**src/rtl/opp_pkg.sv**
```systemverilog
package opp_pkg;
    parameter int unsigned NUM_REGS = 16;
    parameter int unsigned DATA_W   = 8;
    parameter int unsigned OPC_W    = 8;
    parameter int unsigned GRP_CNT  = 4;

    localparam int unsigned IDX_W  = $clog2(NUM_REGS);
    localparam int unsigned GRP_W  = $clog2(GRP_CNT);
    localparam int unsigned MEM_W  = IDX_W - GRP_W;
    localparam int unsigned TAG_W  = OPC_W - IDX_W;
    localparam int unsigned FLAT_W = NUM_REGS * DATA_W;

    localparam logic [TAG_W-1:0] TAG_SELECT = '1;
    localparam logic [TAG_W-1:0] TAG_ROUTE  = TAG_SELECT - 1'b1;

    typedef enum logic [1:0] {
        OPK_NONE   = 2'd0,
        OPK_SELECT = 2'd1,
        OPK_ROUTE  = 2'd2
    } op_kind_e;

    typedef struct packed {
        logic [IDX_W-1:0] pri;
        logic [GRP_W-1:0] grp;
        logic [MEM_W-1:0] mbr;
    } ptr_state_t;
endpackage

```
**src/rtl/opp_decode.sv**
```systemverilog
module opp_decode
    import opp_pkg::*;
(
    input  logic             instr_valid,
    input  logic [OPC_W-1:0] opcode,
    output op_kind_e         kind,
    output logic [IDX_W-1:0] payload
);
    logic [TAG_W-1:0] tag;

    always_comb begin
        tag     = opcode[OPC_W-1:IDX_W];
        payload = opcode[IDX_W-1:0];
        kind    = OPK_NONE;
        if (instr_valid) begin
            if (tag == TAG_SELECT) begin
                kind = OPK_SELECT;
            end else if (tag == TAG_ROUTE) begin
                kind = OPK_ROUTE;
            end
        end
    end
endmodule

```
**src/rtl/opp_ptr_regs.sv**
```systemverilog
module opp_ptr_regs
    import opp_pkg::*;
(
    input  logic             clk,
    input  logic             rst_n,
    input  op_kind_e         kind,
    input  logic [IDX_W-1:0] payload,
    output logic [IDX_W-1:0] pri_idx,
    output logic [IDX_W-1:0] sec_idx
);
    ptr_state_t state_d;
    ptr_state_t state_q;

    always_comb begin
        state_d = state_q;
        unique case (kind)
            OPK_SELECT: state_d.pri = payload;
            OPK_ROUTE: begin
                state_d.grp = payload[IDX_W-1:MEM_W];
                state_d.mbr = payload[MEM_W-1:0];
            end
            default: state_d = state_q;
        endcase
    end

    always_ff @(posedge clk or negedge rst_n) begin
        if (!rst_n) begin
            state_q <= '0;
        end else begin
            state_q <= state_d;
        end
    end

    assign pri_idx = state_q.pri;
    assign sec_idx = {state_q.grp, state_q.mbr};
endmodule

```
**src/rtl/opp_operand_mux.sv**
```systemverilog
module opp_operand_mux #(
    parameter int unsigned N     = 16,
    parameter int unsigned W     = 8,
    localparam int unsigned SEL_W = $clog2(N)
) (
    input  logic [N*W-1:0]   flat,
    input  logic [SEL_W-1:0] sel,
    output logic [W-1:0]     dout
);
    logic [W-1:0] words [N];

    for (genvar k = 0; k < N; k++) begin : g_split
        assign words[k] = flat[k*W +: W];
    end

    always_comb begin
        dout = words[sel];
    end
endmodule

```
**src/rtl/opp_top.sv**
```systemverilog
module opp_top
    import opp_pkg::*;
(
    input  logic              clk,
    input  logic              rst_n,
    input  logic              instr_valid,
    input  logic [OPC_W-1:0]  opcode,
    input  logic [FLAT_W-1:0] rf_rdata,
    output logic [IDX_W-1:0]  dst_idx,
    output logic [IDX_W-1:0]  src_idx,
    output logic [DATA_W-1:0] dst_data,
    output logic [DATA_W-1:0] src_data
);
    localparam int unsigned PORTS = 2;

    op_kind_e          kind;
    logic [IDX_W-1:0]  payload;
    logic [IDX_W-1:0]  sel   [PORTS];
    logic [DATA_W-1:0] rdata [PORTS];

    opp_decode u_dec (
        .instr_valid (instr_valid),
        .opcode      (opcode),
        .kind        (kind),
        .payload     (payload)
    );

    opp_ptr_regs u_regs (
        .clk     (clk),
        .rst_n   (rst_n),
        .kind    (kind),
        .payload (payload),
        .pri_idx (dst_idx),
        .sec_idx (src_idx)
    );

    assign sel[0] = dst_idx;
    assign sel[1] = src_idx;

    for (genvar p = 0; p < PORTS; p++) begin : g_port
        opp_operand_mux #(
            .N (NUM_REGS),
            .W (DATA_W)
        ) u_mux (
            .flat (rf_rdata),
            .sel  (sel[p]),
            .dout (rdata[p])
        );
    end

    assign dst_data = rdata[0];
    assign src_data = rdata[1];
endmodule

```
**config.mk**
```make
export PLATFORM = sky130hd
export DESIGN_NAME = opp_top
export DESIGN_NICKNAME = d
export VERILOG_FILES = /design/src/rtl/opp_pkg.sv /design/src/rtl/opp_decode.sv /design/src/rtl/opp_ptr_regs.sv /design/src/rtl/opp_operand_mux.sv /design/src/rtl/opp_top.sv
export SDC_FILE = /design/constraint.sdc
export NUM_CORES = 1
export LEC_CHECK = 0
export ABC_AREA = 1
export CAP_MARGIN = 20
export CORE_MARGIN = 2
export CORE_UTILIZATION = 30
export DETAILED_ROUTE_END_ITERATION = 8
export HOLD_SLACK_MARGIN = 0.03
export SLEW_MARGIN = 20
export SYNTH_ARGS = -nofsm -noshare
export SYNTH_HDL_FRONTEND = slang
export SYNTH_HIERARCHICAL = 1
export SYNTH_SLANG_ARGS = --single-unit
```
**constraint.sdc**
```tcl
create_clock -name clk -period 1.7 [get_ports clk]
set_input_delay 0.34 -clock clk [delete_from_list [all_inputs] [get_ports clk]]
set_output_delay 0.34 -clock clk [all_outputs]
set_load 0.01 [all_outputs]
```
==> impl_metrics.py, run 1 <==
metrics = {
    "run_status": {
        "status": "finished with violations",
        "violations": "setup timing",
    },
    "clocking": {
        "cts-root-buf": "clkbuf_16",
        "cts.sinks": 8,
        "cts_made_buffers": 3,
        "clockBufferDepth": 2,
        "clk_latency_ns": 0.23,
        "htree_levels": 1,
        "path_clk_slew_ns": 0.04,
        "cts.hold.buffers_added": 0,
        "cts_tree": "yes",
    },
    "global_route": {
        "grt_overflow_total": 0,
        "grt_max_degree": 21,
        "antenna_found_initial": 0,
        "grt_pass1_vias": 5087,
        "grt_first_pass_wirelength_mm": 27.0,
        "groute.usage.overall": 0.260,
    },
    "yosys": {
        "synth_cell_types": 11,
        "syn-cell-area_sq_um": 3690,
        "syn_avg_cell_area_sq_um": 4.49,
        "synthTopCellsByArea": "nand2_1, nand3_1, inv_1",
        "syn-num-nets": 961,
        "yosys_warnings": 6,
        "synthCells": 822,
        "yosysTopAreaCellShare": 0.360,
        "synth.ff_latch_count": 8,
        "seq_area_frac_synth": 0.0543,
        "synth_top_cell_by_area": "nand2_1",
    },
    "timing": {
        "timing.hold.ws_ns": 0.391,
        "fmaxAchievable_mhz": 511,
        "rsz0062_at_grt": "yes",
        "setup_slack_ns": -0.257,
        "finalSetupViolations": 17,
        "period_share": 1.15,
        "fin_skew_ns": 0,
        "slew_headroom": 0.763,
        "finalMaxSlewViolations": 0,
        "fin_crit_ns": 1.96,
        "worstMarginPinSlew_ns": 0.355,
        "hold_viol_final": 0,
    },
    "power": {
        "p_leak_nw": 3.97,
        "power.density_nw_per_um2": 824,
        "finalPower_mw": 5.78,
        "max-vdd-ir-drop_v": 0.000634,
    },
    "route": {
        "drc": 0,
        "routed_wirelength_mm": 19.0,
        "avgRoutedWirePerCell_microns": 16.4,
        "ant_nets": 0,
        "num_vias": 5721,
        "drt_iter0_drc": 547,
        "firstDrtPassIters": 5,
        "via_per_inst": 4.95,
    },
    "placement": {
        "placed_cells": 1128,
        "dp_hpwl_mm": 12.5,
        "gp_congestion": 0.906,
        "placed_area_sq_um": 5630,
        "io_buffer_count": 162,
    },
    "setup_path": {
        "arrival_ns": 1.62,
        "reg2reg_depth": 5,
        "critical_path.startpoint_type": "register",
        "critPathRequiredTime_ns": 1.36,
        "reg2reg_from": "u_regs/pri_idx[0]",
        "critPathCaptureType": "primary output",
        "crit_start": "u_regs/pri_idx[0]",
        "crit_fanout": 9,
        "critical_path_class": "register to primary output",
    },
    "layout": {
        "drive_gt1_frac": 0.264,
        "area_growth_pct": 90.3,
        "final_util": 0.584,
        "final_area_sq_um": 7020,
        "finalNetCount": 1150,
        "layout.cells.non_filler": 1156,
        "layout_commonest_cell": "nand2_1",
        "fillers": 1165,
        "diodes": 0,
        "final_cell_mix": "nand2_1, inv_1, clkdlybuf4s50_1",
    },
    "die": {
        "chipHeight_microns": 115,
        "initial_core_util": 0.307,
        "chipWidth_microns": 115,
        "die-area_sq_um": 13200,
        "ioPinCount": 163,
        "rows": 40,
        "core_area_sq_um": 12000,
    },
    "hold_path": {
        "min_path_type": "input pin to async pin",
    },
    "run": {
        "maxCapViolations": 0,
    },
}
==> through the flow <==
| stage | setup WS, ns | TNS (ns) |
|---|---|---|
| after global routing | -0.317 | -4.54 |
| after CTS | -0.219 | -3.30 |
| after global placement | -0.546 | -8.21 |
| after floorplan | 0.237 | 0 |
| after detailed placement | -0.535 | -8.21 |
| final | -0.257 | -3.69 |
==> state kept, by name (all words and copies together) (netlist names) <==
name,cells
u_regs/pri_idx,4
u_regs/sec_idx,4
==> routing by layer <==
layer  vias up  track usage  part of all wire  wire [microns]
li1       2800            -                 -               -
met1      2617        0.372              0.43            8250
met2       275        0.429              0.46            8630
met3        29       0.0232             0.087            1650
met4         0       0.0482             0.022             425
met5         -            0                 0               0
==> repair_timing <==
item / in CTS / in global routing
buffers inserted: 10 / 2
pin swaps: 22 / 43
gates cloned: 8 / 9
endpoints found under the setup margin: 22 / 19
endpoints found under the hold margin: 0 / 0
gates resized for setup: 178 / 116
==> worst max-delay path: stages, from the launching register on <==
cell	delay [ns]
dfrtp_2	0.48
buf_12	0.20
buf_16	0.15
nand2_1	0.07
nand3_2	0.08
nand3_2	0.11
nand3_2	0.09
nand2_1	0.06
buf_2	0.14
==> cell type report <==
class	instances	area [sq um]	share of cell area
inverters	203	774	0.110
clock buffers	3	75.1	0.0107
repair buffers	236	2710	0.386
well taps	147	184	0.0262
multi-input cells	559	3070	0.437
flip-flops and latches	8	204	0.0291
==> cells by family after synthesis <==
| group | synth area share |
|---|---|
| AND/OR/NAND/NOR | 0.639 |
| flip-flops | 0.0543 |
| buffers and inverters | 0.307 |
==> cell usage after synthesis <==
library cell,count
inv_2,6
dfrtp_1,8
nor2_1,2
buf_4,10
nand2_2,2
inv_1,197
buf_6,14
nand2_1,354
clkbuf_1,2
nand3_1,201
buf_2,26
==> worst paths after layout <==
| check | to | slack, ns |
|---|---|---|
| worst max-delay path | dst_data[0] | -0.26 |
| worst min-delay path | u_regs/sec_idx[3] | 0.39 |
| worst max register to register | u_regs/pri_idx[0] | 0.49 |
| worst min register to register | u_regs/pri_idx[2] | 0.68 |
| max in group asynchronous | u_regs/pri_idx[0] | 1.03 |
| min in group clk | u_regs/pri_idx[2] | 0.68 |
==> report_power, final <==
group	total (mW)	internal (mW)	switching, mW	leakage [nW]
Clock	0.385	0.302	0.0829	0.0370
Sequential	0.303	0.234	0.0688	0.0978
Combinational	5.09	2.39	2.70	3.83
Total	5.78	2.93	2.85	3.97
Note: power is estimated with default switching activity, not from simulation.
==> run 2: changes to the inputs <==
--- a/config.mk
+++ b/config.mk
@@ -16,3 +16,4 @@
 export SYNTH_HDL_FRONTEND = slang
 export SYNTH_HIERARCHICAL = 1
 export SYNTH_SLANG_ARGS = --single-unit
+export TNS_END_PERCENT = 10
==> run 2 against run 1 <==
Net effect:
- the run still ends with setup timing left
- register-to-register slack gained 0.16 ns
- cell area is 6.0% lower
- setup slack better by 0.00062 ns
- via count is 3.0% lower
- hold slack is essentially flat
- clock-buffer cell count is the same
- critical endpoint unchanged
- highest routed layer unchanged
==> impl_metrics.py, run 2 (same netlist as run 1, synthesis figures left out) <==
metrics = {
    "timing": {
        "finalMaxSlewViolations": 0,
        "tns_ns": -3.69,
        "fin_crit_ns": 1.96,
        "hold_viol_final": 0,
        "timing.hold.ws_ns": 0.391,
        "rsz0062_at_grt": "yes",
        "fmaxAchievable_mhz": 511,
        "finalSetupViolations": 16,
        "slew_headroom": 0.762,
        "setup_slack_ns": -0.256,
        "fin_skew_ns": 0,
        "worstMarginPinSlew_ns": 0.356,
        "period_share": 1.15,
    },
    "die": {
        "chipHeight_microns": 115,
        "chipWidth_microns": 115,
        "ioPinCount": 163,
        "die-area_sq_um": 13200,
        "initial_core_util": 0.307,
        "core_area_sq_um": 12000,
        "rows": 40,
    },
    "setup_path": {
        "slowest_stage": "dfrtp_2",
        "reg2reg_slack_ns": 0.65,
        "critical_path_class": "register to primary output",
        "critPathRequiredTime_ns": 1.36,
        "arrival_ns": 1.62,
        "cp_slowest_stage_delay_ns": 0.45,
        "crit_start": "u_regs/pri_idx[0]",
        "critPathCaptureType": "primary output",
        "critical_path.startpoint_type": "register",
        "crit_fanout": 18,
        "reg2reg_from": "u_regs/pri_idx[0]",
        "crit_chain": "buf_12 -> buf_16 -> nand2_1 -> nand3_1 -> nand3_2 -> nand3_2 -> nand2_1 -> buf_2",
    },
    "placement": {
        "io_buffer_count": 162,
        "gp_congestion": 0.906,
        "dp_hpwl_mm": 12.5,
    },
    "route": {
        "drt_iter0_drc": 479,
        "ant_nets": 0,
        "via_per_inst": 4.83,
        "drc": 0,
        "firstDrtPassIters": 5,
        "routed_wirelength_mm": 17.9,
        "num_vias": 5550,
        "avgRoutedWirePerCell_microns": 15.6,
    },
    "layout": {
        "layout_commonest_cell": "nand2_1",
        "regArea_sq_um": 206,
        "area_growth_pct": 78.8,
        "multi_input_area_sq_um": 2770,
        "finalNetCount": 1144,
        "final_cell_mix": "nand2_1, inv_1, clkdlybuf4s50_1",
        "diodes": 0,
        "final_util": 0.549,
        "drive_gt1_frac": 0.191,
        "fillers": 1243,
    },
    "global_route": {
        "grt_max_degree": 21,
        "antenna_found_initial": 0,
        "groute.usage.overall": 0.259,
        "grt_overflow_total": 0,
        "grt_first_pass_wirelength_mm": 26.9,
        "grt_pass1_vias": 5090,
    },
    "clocking": {
        "htree_levels": 1,
        "clk_latency_ns": 0.23,
        "path_clk_slew_ns": 0.04,
        "clockBufferDepth": 2,
        "cts.hold.buffers_added": 0,
        "cts.sinks": 8,
        "cts-root-buf": "clkbuf_16",
        "cts_made_buffers": 3,
        "cts_tree": "yes",
    },
    "run": {
        "maxCapViolations": 0,
    },
    "run_status": {
        "violations": "setup timing",
        "status": "finished with violations",
    },
    "hold_path": {
        "min_path_type": "input pin to async pin",
    },
    "power": {
        "power.density_nw_per_um2": 812,
        "max-vdd-ir-drop_v": 0.000632,
        "p_leak_nw": 3.82,
        "finalPower_mw": 5.36,
    },
}
run 2: path summary, 6_finish.rpt:
check	endpoint	depth (start not counted)
max	dst_data[0]	8
min in group clk	u_regs/sec_idx[2]	3
min	u_regs/sec_idx[3]	1
max reg2reg	u_regs/pri_idx[0]	4
min reg2reg	u_regs/pri_idx[2]	3
max in group asynchronous	u_regs/pri_idx[0]	1
run 2: repair_timing:
| action | 4_1_cts | 5_1_grt |
|---|---|---|
| resized for setup | 158 | 55 |
| pin swaps | 20 | 21 |
| endpoints found under the setup margin | 22 | 21 |
| buffers inserted | 9 | 1 |
| cloned | 8 | 2 |
run 2: power by group:
part	switching [mW]	internal, mW	leakage [nW]
combinational	2.47	2.19	3.69
clock	0.0841	0.303	0.0370
sequential	0.0667	0.237	0.0953
total	2.63	2.73	3.82
run 2: per-stage QoR:
step	worst slack, ns	cell area (sq um)	instances
CTS	-0.225	6350	1148
floorplan	0.237	3690	822
detailed placement	-0.535	5630	1128
global route	-0.310	6590	1150
finish	-0.256	6590	1150
global placement	-0.546	5630	1128
run 2: layer usage:
metal	GRT usage	vias up	part of all wire
met4	0.0394	0	0.013
met5	0	-	0
met3	0.0232	19	0.082
li1	-	2788	-
met1	0.372	2509	0.45
met2	0.430	234	0.46
run 2: layout make-up:
class / instances / share of cell area
Clock buffer: 3 / 0.0114
Inverter: 203 / 0.118
Multi-Input combinational cell: 559 / 0.420
Sequential cell: 8 / 0.0313
Tap cell: 147 / 0.0279
Timing Repair Buffer: 230 / 0.392
run 2: critical path: cells and delay by family (launching register included):
kind	cells	cell delay [ns]
buf+inv	3	0.49
flops	1	0.45
simple gates	5	0.43
==> run 3: changes to the inputs <==
--- a/config.mk
+++ b/config.mk
@@ -11,6 +11,7 @@
 export CORE_UTILIZATION = 30
 export DETAILED_ROUTE_END_ITERATION = 8
 export HOLD_SLACK_MARGIN = 0.03
+export REMOVE_ABC_BUFFERS = 1
 export SLEW_MARGIN = 20
 export SYNTH_ARGS = -nofsm -noshare
 export SYNTH_HDL_FRONTEND = slang
==> run 3 against run 2 <==
Net effect:
- the run still ends with setup timing left
- critical path depth grew 3
- sequential cell count unchanged
- clock power is essentially flat
- first-iteration DRC count is 9.4% lower
- hold slack improved by 0.018 ns
- final cell count up 0.26%
- cell area is 3.3% lower
- register-to-register slack improved by 0.02 ns
- global-route usage fell by 0.42 points
- highest routed layer unchanged
==> impl_metrics.py, run 3 (same netlist as run 1, synthesis figures left out) <==
metrics = {
    "timing": {
        "worstMarginPinSlew_ns": 0.396,
        "finalMaxSlewViolations": 0,
        "tns_ns": -3.40,
        "fin_skew_ns": 0,
        "period_share": 1.14,
        "finalSetupViolations": 17,
        "hold_viol_final": 0,
        "rsz0062_at_grt": "yes",
        "setup_slack_ns": -0.238,
        "slew_headroom": 0.735,
        "timing.hold.ws_ns": 0.409,
        "fin_crit_ns": 1.94,
        "fmaxAchievable_mhz": 516,
    },
    "power": {
        "max-vdd-ir-drop_v": 0.000431,
        "finalPower_mw": 5.09,
        "p_leak_nw": 3.77,
        "power.density_nw_per_um2": 799,
    },
    "clocking": {
        "cts-root-buf": "clkbuf_16",
        "cts_made_buffers": 3,
        "clk_latency_ns": 0.23,
        "cts.sinks": 8,
        "clockBufferDepth": 2,
        "htree_levels": 1,
        "cts.hold.buffers_added": 0,
        "cts_tree": "yes",
        "path_clk_slew_ns": 0.04,
    },
    "die": {
        "chipWidth_microns": 115,
        "chipHeight_microns": 115,
        "die-area_sq_um": 13200,
        "ioPinCount": 163,
        "rows": 40,
        "initial_core_util": 0.307,
        "core_area_sq_um": 12000,
    },
    "placement": {
        "gp_congestion": 0.791,
        "placed_area_sq_um": 5640,
        "io_buffer_count": 162,
        "placed_cells": 1121,
        "dp_hpwl_mm": 11.2,
    },
    "layout": {
        "layout_commonest_cell": "nand2_1",
        "fillers": 1283,
        "diodes": 0,
        "area_growth_pct": 72.9,
        "drive_gt1_frac": 0.114,
        "final_area_sq_um": 6370,
        "final_cell_mix": "nand2_1, inv_1, nand3_1",
        "layout.cells.non_filler": 1153,
        "finalNetCount": 1147,
    },
    "setup_path": {
        "reg2reg_slack_ns": 0.67,
        "crit_start": "u_regs/pri_idx[0]",
        "critPathRequiredTime_ns": 1.36,
        "crit_fanout": 7,
        "critical_path_class": "register to primary output",
        "reg2reg_depth": 4,
        "setup.worst_path.end": "dst_data[5]",
        "critPathCaptureType": "primary output",
        "critical_path.startpoint_type": "register",
        "r2r_end": "u_regs/sec_idx[0]",
        "reg2reg_from": "u_regs/sec_idx[0]",
        "arrival_ns": 1.60,
    },
    "run": {
        "maxCapViolations": 0,
    },
    "global_route": {
        "grt_first_pass_wirelength_mm": 26.8,
        "grt_pass1_vias": 5258,
        "groute.usage.overall": 0.255,
        "antenna_found_initial": 0,
        "grt_overflow_total": 0,
        "grt_max_degree": 26,
    },
    "run_status": {
        "violations": "setup timing",
        "status": "finished with violations",
    },
    "route": {
        "avgRoutedWirePerCell_microns": 14.7,
        "drt_iter0_drc": 434,
        "firstDrtPassIters": 5,
        "routed_wirelength_mm": 16.9,
        "drc": 0,
        "via_per_inst": 4.67,
        "num_vias": 5390,
        "ant_nets": 0,
    },
    "hold_path": {
        "min_path_type": "input pin to async pin",
    },
}
## run 3: critical path, cell delays in order, from the launching register on
cell and delay, ns:
dfrtp_2 0.44, inv_4 0.08, buf_12 0.13, buf_6 0.11
buf_16 0.11, nand2_1 0.05, nand2_1 0.05, nand2_1 0.04
nand3_1 0.09, nand3_1 0.07, nand2_1 0.08, buf_2 0.13
## run 3: report_power, final
part | total [mW] | switching, mW | internal [mW]
clock network | 0.386 | 0.0835 | 0.302
registers | 0.292 | 0.0581 | 0.234
logic | 4.42 | 2.24 | 2.18
total | 5.09 | 2.38 | 2.71
## run 3: repair_timing
item | 4_1_cts | 5_1_grt
setup buffers | 16 | 1
cloned | 13 | 0
setup endpoints to repair | 22 | 19
gates resized for setup | 110 | 15
pin swaps | 32 | 11
## run 3: final cells by class
class,count,area [sq um],share of cell area
multi-input combinational,559,2420,0.380
sequential,8,203,0.0318
clock buffer,3,75.1,0.0118
inverter,203,769,0.121
timing repair buffer,233,2720,0.427
tap,147,184,0.0289
## run 3: stage by stage
stage          worst slack, ns   util
6_report                -0.238  0.531
3_3_place_gp            -0.433  0.470
3_5_place_dp            -0.426  0.470
5_1_grt                 -0.344  0.531
2_1_floorplan            -1.17      -
4_1_cts                 -0.232  0.525
## run 3: routing by layer
| layer | wire length (microns) | GRT usage | vias to the layer above |
|---|---|---|---|
| met5 | 0 | 0 | - |
| met2 | 7890 | 0.445 | 212 |
| met3 | 1260 | 0.0285 | 33 |
| met4 | 299 | 0.0586 | 0 |
| li1 | - | - | 2805 |
| met1 | 7440 | 0.337 | 2340 |
## run 3: worst min path at each step
stage,endpoint,slack (ns),depth (start not counted)
2_1_floorplan,u_regs/pri_idx[0],0.04,0
3_3_place_gp,u_regs/pri_idx[2],0.65,1
3_5_place_dp,u_regs/pri_idx[2],0.65,1
4_1_cts,u_regs/pri_idx[2],0.41,1
5_1_grt,u_regs/sec_idx[1],0.44,1
6_report,u_regs/sec_idx[2],0.41,1
